==> src/rtl/frac_div_pkg.sv <==
package frac_div_pkg;

    // Geometry of the configuration fields
    parameter int NUM_SRC    = 3;
    parameter int INT_W      = 8;
    parameter int FRAC_W     = 7;
    parameter int FRAC_LIMIT = 64;

    localparam int SEL_W = $clog2(NUM_SRC + 1);
    localparam int ACC_W = FRAC_W + 1;

    // Source codes; code c selects source enable bit c-1
    typedef enum logic [SEL_W-1:0] {
        SRC_NONE = 2'd0,
        SRC_BUS  = 2'd1,
        SRC_OSC  = 2'd2,
        SRC_XTAL = 2'd3
    } src_code_e;

    typedef struct packed {
        src_code_e               sel;
        logic [INT_W-1:0]        int_part;
        logic [FRAC_W-1:0]       num;
        logic [FRAC_W-1:0]       den;
    } div_cfg_t;

    localparam div_cfg_t CFG_RESET = '{
        sel:      SRC_BUS,
        int_part: '0,
        num:      '0,
        den:      '0
    };

    function automatic logic cfg_is_valid(input div_cfg_t c);
        logic sel_ok;
        sel_ok = (c.sel != SRC_NONE) && (int'(c.sel) <= NUM_SRC);
        return sel_ok && (int'(c.num) <= FRAC_LIMIT) && (int'(c.den) <= FRAC_LIMIT);
    endfunction

    function automatic logic frac_active(input div_cfg_t c);
        return (c.num != '0) && (c.den != '0);
    endfunction

endpackage

==> src/rtl/fdiv_cfg_reg.sv <==
module fdiv_cfg_reg
    import frac_div_pkg::*;
(
    input  logic     clk,
    input  logic     rst,
    input  logic     apply_i,
    input  div_cfg_t req_i,
    output div_cfg_t cur_o,
    output logic     restart_o,
    output logic     err_o
);

    logic     req_ok;
    div_cfg_t cur_q;
    logic     err_q;

    always_comb begin
        req_ok    = cfg_is_valid(req_i);
        restart_o = apply_i && req_ok;
    end

    always_ff @(posedge clk) begin
        if (rst) begin
            cur_q <= CFG_RESET;
            err_q <= 1'b0;
        end else if (apply_i) begin
            err_q <= !req_ok;
            if (req_ok) begin
                cur_q <= req_i;
            end
        end
    end

    assign cur_o = cur_q;
    assign err_o = err_q;

endmodule

==> src/rtl/fdiv_src_mux.sv <==
module fdiv_src_mux
    import frac_div_pkg::*;
(
    input  logic [NUM_SRC-1:0] src_en_i,
    input  src_code_e          sel_i,
    output logic               pulse_o
);

    logic [NUM_SRC-1:0] hit;

    for (genvar g = 0; g < NUM_SRC; g++) begin : g_src
        assign hit[g] = src_en_i[g] && (int'(sel_i) == g + 1);
    end

    assign pulse_o = |hit;

endmodule

==> src/rtl/fdiv_core.sv <==
module fdiv_core
    import frac_div_pkg::*;
(
    input  logic     clk,
    input  logic     rst,
    input  logic     restart_i,
    input  logic     pulse_i,
    input  div_cfg_t cfg_i,
    output logic     tick_o
);

    logic [INT_W-1:0] cnt_q;
    logic [ACC_W-1:0] acc_q;
    logic             tick_q;
    logic             frac_on;
    logic             base_done;
    logic             owe_extra;
    logic [ACC_W-1:0] den_w;
    logic [ACC_W-1:0] num_w;

    always_comb begin
        frac_on   = frac_active(cfg_i);
        den_w     = ACC_W'(cfg_i.den);
        num_w     = ACC_W'(cfg_i.num);
        base_done = (cnt_q == cfg_i.int_part);
        owe_extra = frac_on && (acc_q >= den_w);
    end

    always_ff @(posedge clk) begin
        if (rst || restart_i) begin
            cnt_q  <= '0;
            acc_q  <= '0;
            tick_q <= 1'b0;
        end else begin
            tick_q <= 1'b0;
            if (pulse_i) begin
                if (!base_done) begin
                    cnt_q <= cnt_q + 1'b1;
                end else if (owe_extra) begin
                    acc_q <= acc_q - den_w;
                end else begin
                    tick_q <= 1'b1;
                    cnt_q  <= '0;
                    if (frac_on) begin
                        acc_q <= acc_q + num_w;
                    end
                end
            end
        end
    end

    assign tick_o = tick_q;

endmodule

==> src/rtl/frac_tick_div.sv <==
module frac_tick_div
    import frac_div_pkg::*;
(
    input  logic               clk,
    input  logic               rst,
    input  logic [NUM_SRC-1:0] src_en_i,
    input  logic [SEL_W-1:0]   cfg_sel_i,
    input  logic [INT_W-1:0]   cfg_int_i,
    input  logic [FRAC_W-1:0]  cfg_num_i,
    input  logic [FRAC_W-1:0]  cfg_den_i,
    input  logic               cfg_apply_i,
    output logic               tick_o,
    output logic               cfg_err_o
);

    div_cfg_t req_cfg;
    div_cfg_t cur_cfg;
    logic     restart;
    logic     src_pulse;

    always_comb begin
        req_cfg.sel      = src_code_e'(cfg_sel_i);
        req_cfg.int_part = cfg_int_i;
        req_cfg.num      = cfg_num_i;
        req_cfg.den      = cfg_den_i;
    end

    fdiv_cfg_reg u_cfg (
        .clk       (clk),
        .rst       (rst),
        .apply_i   (cfg_apply_i),
        .req_i     (req_cfg),
        .cur_o     (cur_cfg),
        .restart_o (restart),
        .err_o     (cfg_err_o)
    );

    fdiv_src_mux u_mux (
        .src_en_i (src_en_i),
        .sel_i    (cur_cfg.sel),
        .pulse_o  (src_pulse)
    );

    fdiv_core u_core (
        .clk       (clk),
        .rst       (rst),
        .restart_i (restart),
        .pulse_i   (src_pulse),
        .cfg_i     (cur_cfg),
        .tick_o    (tick_o)
    );

endmodule

==> config.mk <==
export PLATFORM = sky130hd
export DESIGN_NAME = frac_tick_div
export DESIGN_NICKNAME = d
export VERILOG_FILES = /design/src/rtl/frac_div_pkg.sv /design/src/rtl/fdiv_cfg_reg.sv /design/src/rtl/fdiv_src_mux.sv /design/src/rtl/fdiv_core.sv /design/src/rtl/frac_tick_div.sv
export SDC_FILE = /design/constraint.sdc
export NUM_CORES = 1
export LEC_CHECK = 0
export BUFFER_PORTS_ARGS = -buffer_cell sky130_fd_sc_hd__buf_4
export CORE_UTILIZATION = 52
export CTS_CLUSTER_DIAMETER = 80
export CTS_CLUSTER_SIZE = 16
export DETAILED_ROUTE_END_ITERATION = 6
export HOLD_SLACK_MARGIN = 0.05
export PLACE_DENSITY = 0.76
export SLEW_MARGIN = 20
export SYNTH_ARGS = -nofsm -noshare
export SYNTH_HDL_FRONTEND = slang
export SYNTH_SLANG_ARGS = --single-unit
==> constraint.sdc <==
create_clock -name clk -period 2.51 [get_ports clk]
set_clock_uncertainty 0.15 [all_clocks]
set_input_delay 0 -clock clk [delete_from_list [all_inputs] [get_ports clk]]
set_output_delay 0 -clock clk [all_outputs]
set_load 0.01 [all_outputs]
==> results.cfg <==
[synthesis]
synth-edff-count = 0
synth.distinct_cells = 54
ys_async_sr_fraction_pct = 0
yosys_warnings = 0
syn_area_per_cell_um2 = 9.04
ys_seq_area_share_pct = 33.2
synth_seq_cells = 42
synth_cells = 280
syn-num-nets = 327
synth_flop_cell = dfxtp_1
syn_area_mm2 = 0.00253

[cts]
cts_buffers = 5
cts_buffer_depth = 2
cts.sinks = 42
htreeDepth = 2
clk_pin_slew_ps = 90
clock_latency_ps = 320
cts_tree = done
cts_root_buf = clkbuf_8

[run]
cap_violations = 0

[sta]
maxSlewHeadroom_pct = 51.2
drv_slew = 0
period_share_pct = 109
hold_viol = 0
tns_ps = -553
rsz0062_at_grt = true
finalSetupViolations = 7
worst_slew_pin_slew_ps = 729
fin_crit_ps = 2750
fmax_mhz = 364
hold_slack_ps = 274
fin_ws_ps = -237

[pwr]
powerDensity_mw_per_mm2 = 506
total_power_mw = 1.88
ir_worst_vdd_mv = 0.421
leakage_nw = 1.63

[worst_setup_path]
crit_path_start_kind = flop
crit_path_end_kind = flop
required_ps = 2580
crit_fanout = 3
critPathKind = reg -> reg
regToRegStartpoint = u_core.acc_q[0]$_SDFFE_PP0P_
path_buf_inv = 2
critPathTopFamily = compound AO/OA/AOI/OAI gates
critPathArrivalTime_ps = 2820
cp_cell_sequence = buf_4, ha_1, inv_1, fa_1, nor2b_1, o31a_1, o21ai_0, a21oi_1, a311o_1, a31oi_1
crit_path_start = u_core.acc_q[0]$_SDFFE_PP0P_
slowest_delay_ps = 340
slowest_stage = dfxtp_2

[cells_and_area]
postLayoutCellArea_mm2 = 0.00371
drive_above_1_share_pct = 24.3
regArea_um2 = 843
fillCellCount = 223
multi_input_area_mm2 = 0.00168
num_antenna_cells = 0
num-nets-final = 429
syn2layout_area_growth_pct = 46.7

[grt]
grt_pass1_vias = 2673
grtUsageTotal_pct = 35.1
grt_max_degree = 27
grt_pass1_wl_mm = 13.5
grt.overflow.total = 0
grt_antenna_before_repair = 0

[route]
wirelength_mm = 11.1
drt_iter0_drc = 561
first_pass_iters = 6
post_drt_via_cell_ratio = 7.05
wl_per_cell_um = 25.5
routed.top_layer = met4
met2WireLength_mm = 4.95
drc = 0
met1_length_mm = 3.76
num_vias = 3081
routed-wl-met3_mm = 1.37
drtAntennaViolNets = 0

[hold_path]
hold_class = in -> reg
hold_path.startpoint = src_en_i[1]

[floorplan]
fp.coreArea_mm2 = 0.00469
rows = 25
die_x_um = 71.8
start_util_pct = 53.9
die-area_mm2 = 0.00515
ioPinCount = 32
die_y_um = 71.8

[placement]
place.gp.congestion = 0.894
dp_hpwl_mm = 4.29
placed_area_mm2 = 0.00286
port_buffers = 31

[outcome]
status = complete, but fails checks
violations = negative setup slack
-- worst paths after layout --
| path | slack [ps] | cells past startpoint | endpoint |
|---|---|---|---|
| max reg2reg | -240 | 10 | u_core.acc_q[6]$_SDFFE_PP0P_ |
| max | -240 | 10 | u_core.acc_q[6]$_SDFFE_PP0P_ |
| min | 270 | 5 | u_core.tick_o$_SDFF_PP0_ |
| min reg2reg | 380 | 2 | u_core.acc_q[7]$_SDFFE_PP0P_ |
-- routing by layer --
layer  track usage [%]  vias to the layer above
met1              41.6                     1381
met2              59.7                      361
met3              7.59                      118
met4              18.1                        0
li1                  -                     1221
met5                 0                        -
-- area by class of cell --
class | count | share of cell area (%)
Timing Repair Buffer | 104 | 25.1
Inverter | 14 | 1.42
Clock buffer | 5 | 1.85
Clock inverter | 3 | 1.85
Sequential cell | 42 | 22.7
Multi-Input combinational cell | 215 | 45.3
Tap cell | 54 | 1.82
-- kinds of logic (layout without fill, tap and decap cells) --
group,count (synthesis),count (layout),share of synthesized area (%)
buffers and inverters,23,126,4.01
multiplexers,28,28,11.1
adder cells (fa/ha/maj),17,17,9.00
AND/OR/NAND/NOR,89,89,18.9
flip-flops,42,42,33.2
AO/OA/AOI/OAI,69,69,19.6
XOR/XNOR,12,12,4.15
-- per-stage QoR --
step	setup slack [ps]	std cells	util, %
after global routing	-304	437	79.1
after floorplan	7.38	280	-
after global placement	59.9	367	61.0
after detailed placement	-20.3	367	61.0
final	-237	437	79.1
after CTS	5.44	425	74.7
-- synthesized netlist by cell type, types with 3 or more instances --
master | n | area (um^2)
dfxtp_1 | 42 | 841
nor2_1 | 40 | 150
mux2i_1 | 27 | 270
a21oi_1 | 18 | 90.1
ha_1 | 15 | 188
inv_1 | 14 | 52.6
o21ai_0 | 13 | 65.1
nand2_1 | 12 | 45.0
a211oi_1 | 8 | 60.1
xor2_1 | 8 | 70.1
and3_1 | 5 | 31.3
o21a_1 | 5 | 37.5
buf_4 | 4 | 30.0
clkbuf_1 | 4 | 15.0
nand3_1 | 4 | 20.0
nor2b_1 | 4 | 25.0
nor4_1 | 4 | 25.0
xnor2_1 | 4 | 35.0
a21o_1 | 3 | 22.5
nand4_1 | 3 | 18.8
-- power by group --
part	switching (mW)	internal (mW)	total, mW
combinational	0.254	0.235	0.489
clock	0.277	0.399	0.676
sequential	0.0260	0.687	0.713
-- cell usage in the layout (no fill, tap or decap), types with 4 or more instances in the layout --
| cell type | count |
|---|---|
| o21a_1 | 5 |
| xnor2_1 | 4 |
| dfxtp_1 | 40 |
| xor2_1 | 8 |
| o21ai_0 | 13 |
| a211oi_1 | 6 |
| mux2i_1 | 21 |
| inv_1 | 13 |
| mux2i_2 | 6 |
| dlygate4sd3_1 | 49 |
| buf_4 | 51 |
| ha_1 | 14 |
| nand3_1 | 4 |
| a21oi_1 | 17 |
| clkbuf_8 | 5 |
| nand2_1 | 11 |
| nor2_1 | 38 |
| nor4_1 | 4 |
| and3_1 | 5 |
-- registers in the layout, summed over array words and instances (netlist names) --
| signal | count |
|---|---|
| u_cfg.cur_o | 24 |
| u_core.acc_q | 8 |
| u_core.cnt_q | 8 |
| u_cfg.err_o | 1 |
| u_core.tick_o | 1 |
-- repair_timing --
action,CTS,global route
resized for setup,1,30
hold buffers,49,0
pin swaps,2,9
hold endpoints to repair,25,0
setup buffers,1,12
setup endpoints to repair,7,35
-- worst register-to-register path, delay by kind of cell (launching register included) --
| family | cells | cell delay (ps) |
|---|---|---|
| AO/OA/AOI/OAI | 5 | 1340 |
| adder cells (fa/ha/maj) | 2 | 470 |
| buffers and inverters | 2 | 260 |
| flip-flops | 1 | 340 |
| AND/OR/NAND/NOR | 1 | 90 |
(Power assumes the default switching activity.)
